[src/rtl/cpm_pkg.sv]
package cpm_pkg;
  // Strobes from the control to the datapath
  typedef struct packed {
    logic wakeStart;   // load the on-latency counter
    logic wakeActive;  // a woken core is still waiting for its latency
  } ctrlStrobes_t;
endpackage

[src/rtl/cpm_datapath.sv]
module cpm_datapath
  import cpm_pkg::*;
#(
  parameter int NUM_CORES = 4,
  parameter int CNT_W     = 16,
  parameter int LAT_W     = 12
) (
  input  logic                 clk,
  input  logic                 rst_n,
  input  logic [CNT_W-1:0]     idleLimit,
  input  logic [LAT_W-1:0]     onLatency,
  input  logic [NUM_CORES-1:0] coreBusy,
  input  logic [NUM_CORES-1:0] corePowered,
  input  logic [NUM_CORES-1:0] coreReady,
  input  ctrlStrobes_t         strobes,
  output logic                 scanTick,
  output logic [NUM_CORES-1:0] overLimit,
  output logic                 latDone
);
  localparam logic [CNT_W-1:0] CNT_ONE = CNT_W'(1);
  localparam logic [CNT_W-1:0] CNT_MAX = {CNT_W{1'b1}};
  localparam logic [LAT_W-1:0] LAT_ONE = LAT_W'(1);

  logic [CNT_W-1:0] scanCnt;
  logic [LAT_W-1:0] latCnt;

  // Periodic scan timer: one tick every idleLimit cycles
  assign scanTick = (scanCnt >= idleLimit - CNT_ONE);

  always_ff @(posedge clk) begin
    if (!rst_n)        scanCnt <= '0;
    else if (scanTick) scanCnt <= '0;
    else               scanCnt <= scanCnt + CNT_ONE;
  end

  // Per-core saturating idle-duration counters
  for (genvar i = 0; i < NUM_CORES; i++) begin : g_idle
    logic [CNT_W-1:0] idleCnt;
    always_ff @(posedge clk) begin
      if (!rst_n)
        idleCnt <= '0;
      else if (!corePowered[i] || !coreReady[i] || coreBusy[i])
        idleCnt <= '0;
      else if (idleCnt != CNT_MAX)
        idleCnt <= idleCnt + CNT_ONE;
    end
    assign overLimit[i] = (idleCnt >= idleLimit);
  end

  // On-latency down-counter for the single wake in flight
  always_ff @(posedge clk) begin
    if (!rst_n)                                   latCnt <= '0;
    else if (strobes.wakeStart)                   latCnt <= onLatency;
    else if (strobes.wakeActive && latCnt != '0)  latCnt <= latCnt - LAT_ONE;
  end

  assign latDone = (latCnt == '0);
endmodule

[src/rtl/cpm_control.sv]
module cpm_control
  import cpm_pkg::*;
#(
  parameter int NUM_CORES = 4
) (
  input  logic                 clk,
  input  logic                 rst_n,
  input  logic [NUM_CORES-1:0] coreBusy,
  input  logic                 taskWaiting,
  input  logic                 scanTick,
  input  logic [NUM_CORES-1:0] overLimit,
  input  logic                 latDone,
  output ctrlStrobes_t         strobes,
  output logic [NUM_CORES-1:0] corePowered,
  output logic [NUM_CORES-1:0] coreReady
);
  localparam logic [NUM_CORES-1:0] VEC_ONE = NUM_CORES'(1);

  logic [NUM_CORES-1:0] freeVec, candVec, keepVec, offMask;
  logic [NUM_CORES-1:0] offVec, wakeHot, pendHot;
  logic                 inFlight, needWake, finishWake;

  assign freeVec = corePowered & coreReady & ~coreBusy;
  assign candVec = freeVec & overLimit & {NUM_CORES{scanTick}};

  // Keep the lowest-index candidate if every powered core would go off
  assign keepVec = (candVec == corePowered) ? (candVec & (~candVec + VEC_ONE)) : '0;
  assign offMask = candVec & ~keepVec;

  // Wake the lowest-index switched-off core
  assign offVec   = ~corePowered;
  assign wakeHot  = offVec & (~offVec + VEC_ONE);
  assign needWake = taskWaiting && (freeVec == '0) && (offVec != '0) && !inFlight;

  assign finishWake = inFlight && latDone;

  assign strobes.wakeStart  = needWake;
  assign strobes.wakeActive = inFlight;

  always_ff @(posedge clk) begin
    if (!rst_n) begin
      corePowered <= '1;
      coreReady   <= '1;
      inFlight    <= 1'b0;
      pendHot     <= '0;
    end else begin
      corePowered <= (corePowered & ~offMask) | (needWake ? wakeHot : '0);
      coreReady   <= (coreReady & ~offMask) | (finishWake ? pendHot : '0);
      if (needWake) begin
        inFlight <= 1'b1;
        pendHot  <= wakeHot;
      end else if (finishWake) begin
        inFlight <= 1'b0;
        pendHot  <= '0;
      end
    end
  end
endmodule

[src/rtl/core_power_manager.sv]
module core_power_manager
  import cpm_pkg::*;
#(
  parameter int NUM_CORES = 4,
  parameter int CNT_W     = 16,
  parameter int LAT_W     = 12
) (
  input  logic                 clk,
  input  logic                 rst_n,
  input  logic [CNT_W-1:0]     idleLimit,
  input  logic [LAT_W-1:0]     onLatency,
  input  logic [NUM_CORES-1:0] coreBusy,
  input  logic                 taskWaiting,
  output logic [NUM_CORES-1:0] corePowered,
  output logic [NUM_CORES-1:0] coreReady
);
  ctrlStrobes_t         strobes;
  logic                 scanTick, latDone;
  logic [NUM_CORES-1:0] overLimit;

  cpm_datapath #(.NUM_CORES(NUM_CORES), .CNT_W(CNT_W), .LAT_W(LAT_W)) u_dp (
    .clk(clk), .rst_n(rst_n), .idleLimit(idleLimit), .onLatency(onLatency),
    .coreBusy(coreBusy), .corePowered(corePowered), .coreReady(coreReady),
    .strobes(strobes), .scanTick(scanTick), .overLimit(overLimit), .latDone(latDone)
  );

  cpm_control #(.NUM_CORES(NUM_CORES)) u_ctl (
    .clk(clk), .rst_n(rst_n), .coreBusy(coreBusy), .taskWaiting(taskWaiting),
    .scanTick(scanTick), .overLimit(overLimit), .latDone(latDone),
    .strobes(strobes), .corePowered(corePowered), .coreReady(coreReady)
  );
endmodule

[config.mk]
export PLATFORM = sky130hd
export DESIGN_NAME = core_power_manager
export DESIGN_NICKNAME = d
export VERILOG_FILES = /design/src/rtl/cpm_pkg.sv /design/src/rtl/cpm_datapath.sv /design/src/rtl/cpm_control.sv /design/src/rtl/core_power_manager.sv
export SDC_FILE = /design/constraint.sdc
export NUM_CORES = 1
export LEC_CHECK = 0
export ABC_AREA = 0
export BUFFER_PORTS_ARGS = -buffer_cell sky130_fd_sc_hd__buf_2
export CORE_MARGIN = 5
export CORE_UTILIZATION = 50
export CTS_CLUSTER_DIAMETER = 30
export DETAILED_ROUTE_END_ITERATION = 8
export PLACE_DENSITY = 0.67
export SYNTH_ARGS = -nofsm -noshare
export SYNTH_HDL_FRONTEND = slang
export SYNTH_SLANG_ARGS = --single-unit
[constraint.sdc]
create_clock -name clk -period 6.5 [get_ports clk]
set_clock_uncertainty 0.05 [all_clocks]
set_input_delay 0.325 -clock clk [delete_from_list [all_inputs] [get_ports clk]]
set_output_delay 0.325 -clock clk [all_outputs]
set_load 0.005 [all_outputs]
==> reports/results.ini, run 1 <==
[synthesis]
synth_cells=815
synth-xor-area-share_pct=9.53
synth_cell_types=72
synth_top_area_share_pct=30.5
yosysTopAreaCell=dfxtp_1
synthMuxAreaShare_pct=1.02
async_reset_ff_share_pct=0
ys_seq_area_share_pct=30.5
synth_edf_count=0
yosysWarnings=0
synth_top_family_by_area=simple AND/OR/NAND/NOR gates
synth_compound_area_share_pct=14.1
synthAdderAreaFrac_pct=15.8
synth_area_um2=6890
synth_commonest_cells=nor2_1, dfxtp_1, ha_1, nand2_1
synth_most_common_cell=nor2_1
syn_nets=937
synth_area_leaders=dfxtp_1, ha_1, nor2_1, xnor2_1, xor2_1
synth_seq_cells=105
post_synth_and_or_nand_nor_area_fraction_pct=25.5
synth_ff_type=dfxtp_1
synth.avg_cell_area_um2=8.46

[global_routing]
grt_use_total_pct=21.0
overflow=0
grt_pass1_vias=5719
antenna_found_initial=0
grt_pass1_wl_mm=27.9
grt_max_degree=35

[setup_path]
r2r_start=u_dp.g_idle[1].idleCnt[13]
cp-end-kind=flip-flop
crit_required_ps=6750
critPathKind=in -> reg
r2r_end=u_ctl.corePowered[1]
start_kind=primary input
slowest_stage=a221oi_2
crit_path_cell_trace=buf_2, inv_1, nand4_1, or4_1, nor2_1, nand2_1, nor4_1, xnor2_1, ha_1, and4_4, nand2_2, o221ai_1, o22ai_2, a221oi_2, a2111oi_2, o211ai_2
crit_arrival_ps=4010
crit_fanout=7
ff2ff_path_depth=8
r2r_setup_slack_ps=3700
critPathMaxStageDelay_ps=490

[route]
drt_iter0_markers=472
ant_nets=0
route.detailed.drc=0
vias_per_cell=5.80
first_pass_iters=5
wl_mm=16.7
routedWlPerCell_um=16.1
vias=5997

[sta]
fin_tns_setup_ps=0
final_max_slew_viol_count=0
setup_ws_ps=2740
maxSlewHeadroom_pct=29.1
fin_crit_ps=3760
timing.final.crit_share_pct=57.9
tightestPinTransition_ps=1060
rsz0062_at_grt=false
hold_violations=0
fmax_mhz=266
setup_viol=0

[die]
initial_utilization_pct=50.2
die_x_um=127
io_pins=43
dieHeight_um=127
core_area_um2=13700
dieArea_um2=16200
rows=43

[layout]
seqCellArea_um2=2100
drive_gt1_share_pct=9.84
num_antenna_cells=0
layout.nets=971
synthToLayoutAreaGrowth_pct=9.02
multi_input_area_um2=4540
final_cell_area_um2=7510
fill_cells=1284

[placed_design]
place_ws_ps=2390
place_congestion=0.842
dpl_cell_area_um2=7220
io_buffers=42
hpwl_mm=13.0

[clocking]
tritoncts=done
clkSinkCount=105
cts.repair.resized=0
cts_setup_buffers=0
cts_htree_levels=3
cts_buffers=9
clockBufferDepth=2
clkTransAtPathRegs_ps=80
clk_latency_ps=370
clockRootBuffer=clkbuf_16
hold_buffers=0

[min_path]
hold_end=u_dp.latCnt[1]
hold_start=onLatency[1]
holdPathStages=3
min_path_type=in -> reg

[run]
max_cap_violations=0

[power_and_ir_drop]
cellLeakagePower_nw=3.10
powerDensity_nw_per_um2=173
ir_worst_vdd_v=0.000120

[status]
status=finished, final reports clean

worst max-delay path, delay by kind of cell:
family | cells | cell delay (ps)
AOI/OAI and AO/OA | 5 | 1410
and+or+nand+nor | 7 | 1510
xor gates and xnor gates | 1 | 120
adders and majority gates | 1 | 300
buffers and inverters | 2 | 340
report_power, final:
| group | leakage [nW] | total [mW] | internal [mW] | switching, mW |
|---|---|---|---|---|
| logic | 2.11 | 0.110 | 0.0424 | 0.0678 |
| registers | 0.848 | 0.652 | 0.647 | 0.00564 |
| clock network | 0.143 | 0.540 | 0.278 | 0.262 |
| total | 3.10 | 1.30 | 0.967 | 0.336 |
metal layers:
layer	global-route usage, %	up-vias	share of wire, %	wire length (um)
met5	0	-	0	0
met2	33.6	122	45	7520
met3	4.81	29	5.7	945
li1	-	3016	-	-
met4	5.43	0	1.7	280
met1	28.7	2830	48	7930
registers in the layout, indices dropped and copies added, names as in the netlist:
name / flops
u_ctl.coreReady: 4
u_dp.scanCnt: 16
u_ctl.inFlight: 1
u_ctl.pendHot: 4
u_dp.g_idle.idleCnt: 64
u_dp.latCnt: 12
u_ctl.corePowered: 4
metrics by stage:
stage / instances / total power, mW / hold slack (ps) / util, %
after CTS: 1034 / 1.32 / 142 / 54.8
final: 1034 / 1.30 / 146 / 54.8
after floorplan: 815 / 0.737 / 403 / -
after global placement: 1018 / 0.771 / 431 / 52.7
after detailed placement: 1018 / 0.777 / 443 / 52.7
after global routing: 1034 / 1.36 / 159 / 54.8
logic make-up (layout without fill, tap and decap cells):
kind of cell    count (synthesis)  count (layout)
mux                             7               7
flops                         105             105
xor+xnor                       75              75
fa+ha+maj                      87              87
buf+inv                        57              96
compound gates                138             138
simple gates                  346             346
how the worst max path moves through the flow:
stage | start | to | slack (ps)
3_3_place_gp | idleLimit[4] | u_ctl.coreReady[1] | 2580
3_5_place_dp | idleLimit[2] | u_ctl.coreReady[1] | 2390
2_1_floorplan | idleLimit[4] | u_ctl.corePowered[3] | 2970
5_1_grt | idleLimit[2] | u_ctl.corePowered[0] | 2410
6_report | idleLimit[2] | u_ctl.coreReady[1] | 2740
4_1_cts | idleLimit[2] | u_ctl.coreReady[1] | 2760
cell type report:
type,count,share of cell area [%]
timing repair buffer,42,2.80
clock buffer,11,3.23
tap,180,3.00
clock inverter,5,0.616
inverter,38,1.90
multi-input combinational,653,60.5
sequential,105,28.0
cell usage in the layout (no fill, tap or decap), types with 5 or more instances in the layout:
cell type,n
a211oi_1,9
a21oi_1,45
a31oi_1,11
and3_1,8
and4_1,6
buf_2,42
clkbuf_16,9
dfxtp_1,105
ha_1,87
inv_1,37
mux2i_1,7
nand2_1,54
nand2b_1,8
nand3_1,45
nand4_1,29
nor2_1,112
nor2b_1,5
nor3_1,26
nor3b_1,5
nor4_1,12
o21a_1,7
o21ai_0,28
or3_1,6
xnor2_1,42
xor2_1,33
Note: power is estimated with default switching activity, not from simulation.
==> run 2: changes to the inputs <==
==> constraint.sdc (replaced) <==
create_clock -name clk -period 3.62 [get_ports clk]
set_clock_uncertainty 0.05 [all_clocks]
set_input_delay 0.181 -clock clk [delete_from_list [all_inputs] [get_ports clk]]
set_output_delay 0.181 -clock clk [all_outputs]
set_load 0.005 [all_outputs]
==> reports/results.ini, run 2 (synthesis gave the netlist of run 1 again) <==
[setup_path]
slowest_stage=a221oi_2
crit_required_ps=3860  ; -2890 ps
crit_fanout=5  ; -2
crit_arrival_ps=3670  ; -340 ps
critPathMaxStageDelay_ps=490  ; about the same
crit_path_cell_trace=buf_2, inv_1, nand4_1, or4_1, nor2_1, nand2_1, nor4_1, xnor2_1, ha_1, and4_4, nand2_2, o221ai_1, o22ai_2, a221oi_2, a2111oi_2, o211ai_2
cp-end-kind=flip-flop
critPathKind=in -> reg
start_kind=primary input

[layout]
layout_commonest_cell=nor2_1
fin_cells=1045  ; +1.1%
num_antenna_cells=0  ; unchanged
final_core_util_pct=55.6  ; +0.80 points
drive_gt1_share_pct=11.0  ; +1.1 points
synthToLayoutAreaGrowth_pct=10.6
largest-register=u_dp.g_idle.idleCnt
largest_reg_flops=64  ; unchanged
biggestRegsByFlops=u_dp.g_idle.idleCnt x64, u_dp.scanCnt x16, u_dp.latCnt x12
layout.nets=982  ; +1.1%
final_cell_mix=nor2_1, dfxtp_1, ha_1, nand2_1

[clocking]
cts_buffers=9  ; unchanged
clkSinkCount=105  ; unchanged
cts.repair.resized=0  ; unchanged
clkTransAtPathRegs_ps=70  ; about the same
cts_setup_buffers=0  ; unchanged
clockBufferDepth=2  ; unchanged
clockRootBuffer=clkbuf_16
clk_latency_ps=360  ; about the same
cts_htree_levels=3  ; unchanged
hold_buffers=0  ; unchanged
tritoncts=done

[sta]
maxSlewHeadroom_pct=29.0  ; -0.15 points
fin_crit_ps=3430
hold_violations=0  ; unchanged
fmax_mhz=292
final_max_slew_viol_count=0  ; unchanged
rsz0062_at_grt=false
setup_viol=0  ; unchanged
setup_ws_ps=190  ; -2550 ps
timing.final.crit_share_pct=94.7
tightestPinTransition_ps=1070  ; +2.24 ps
fin_hold_ws_ps=12.7  ; -133 ps

[global_routing]
grt_pass1_vias=5925  ; +3.6%
grt_pass1_wl_mm=28.8  ; +3.2%
grt_use_total_pct=21.9  ; +0.83 points
grt_max_degree=35  ; unchanged
antenna_found_initial=0  ; unchanged
overflow=0  ; unchanged

[placed_design]
io_buffers=42  ; unchanged
place_ws_ps=-152  ; -2540 ps
dp_cells=1029  ; +1.1%
place_congestion=0.898  ; +6.7%
hpwl_mm=13.2  ; +1.7%

[route]
vias_per_cell=5.81  ; +0.22%
vias=6074  ; +1.3%
first_pass_iters=5  ; unchanged
route.detailed.drc=0  ; unchanged
routedWlPerCell_um=16.6  ; +2.8%
ant_nets=0  ; unchanged
wl_mm=17.3  ; +3.8%
drt_iter0_markers=517  ; +9.5%

[die]
io_pins=43  ; unchanged
core_area_um2=13700  ; unchanged
initial_utilization_pct=50.2  ; unchanged
dieHeight_um=127  ; unchanged
rows=43  ; unchanged
dieArea_um2=16200  ; unchanged
die_x_um=127  ; unchanged

[power_and_ir_drop]
combinationalPowerShare_pct=8.7  ; +0.2 points
switchingPower_mw=0.586  ; +75%
power.internal_mw=1.84  ; +90%
cellLeakagePower_nw=3.16  ; +1.9%
pwr-share-clk_pct=43.0  ; +1.5 points
ir_worst_vdd_v=0.000242  ; +100%
powerDensity_nw_per_um2=318  ; +84%
switching_share_pct=24.2  ; -1.6 points
seqPwrFrac_pct=48.3  ; -1.8 points

[min_path]
min_path_type=in -> reg

[status]
status=finished, final reports clean

[run]
max_cap_violations=0  ; unchanged

==> run 2: routing by layer <==
| metal | track usage [%] | vias to the layer above | share of wire [%] |
|---|---|---|---|
| met2 | 35.1 | 158 | 45 |
| met5 | 0 | - | 0 |
| met4 | 8.52 | 0 | 2.2 |
| met1 | 29.4 | 2862 | 47 |
| li1 | - | 3024 | - |
| met3 | 3.47 | 30 | 6.0 |
==> run 2: critical path, delay by kind of cell <==
kind,cells,cell delay [ps]
adders and majority gates,1,310
AOI/OAI and AO/OA,5,1390
and+or+nand+nor,7,1430
buffers and inverters,2,220
xor gates and xnor gates,1,140
==> run 2: power groups by stage <==
stage	Combinational, mW	Clock, mW	Sequential (mW)
2_1_floorplan	0.129	0	1.20
3_3_place_gp	0.198	0	1.20
3_5_place_dp	0.210	0	1.20
4_1_cts	0.210	1.07	1.17
5_1_grt	0.237	1.11	1.17
6_report	0.212	1.04	1.17
==> run 2: cell type report <==
cell class                      instances  area [um2]
Multi-Input combinational cell        653        4540
Timing Repair Buffer                   53         293
Sequential cell                       105        2100
Clock buffer                           13         270
Inverter                               38         143
Tap cell                              180         225
Fill cell                            1290        6100
Clock inverter                          3        46.3
==> run 2: path summary, 6_finish.rpt <==
check                                           startpoint              endpoint  slack, ps  cells past startpoint
worst max-delay path                          idleLimit[5]    u_ctl.coreReady[1]        190                     16
worst min-delay path                          onLatency[1]        u_dp.latCnt[1]         10                      3
worst max register to register  u_dp.g_idle[1].idleCnt[13]  u_ctl.corePowered[1]        930                      8
worst min register to register             u_dp.scanCnt[0]       u_dp.scanCnt[0]        460                      1
==> run 2: through the flow <==
stage / setup TNS, ps / instance area (um2) / power (mW)
floorplan: 0 / 6890 / 1.32
global placement: 0 / 7310 / 1.40
detailed placement: -914 / 7310 / 1.41
CTS: 0 / 7620 / 2.45
global route: 0 / 7620 / 2.52
finish: 0 / 7620 / 2.43
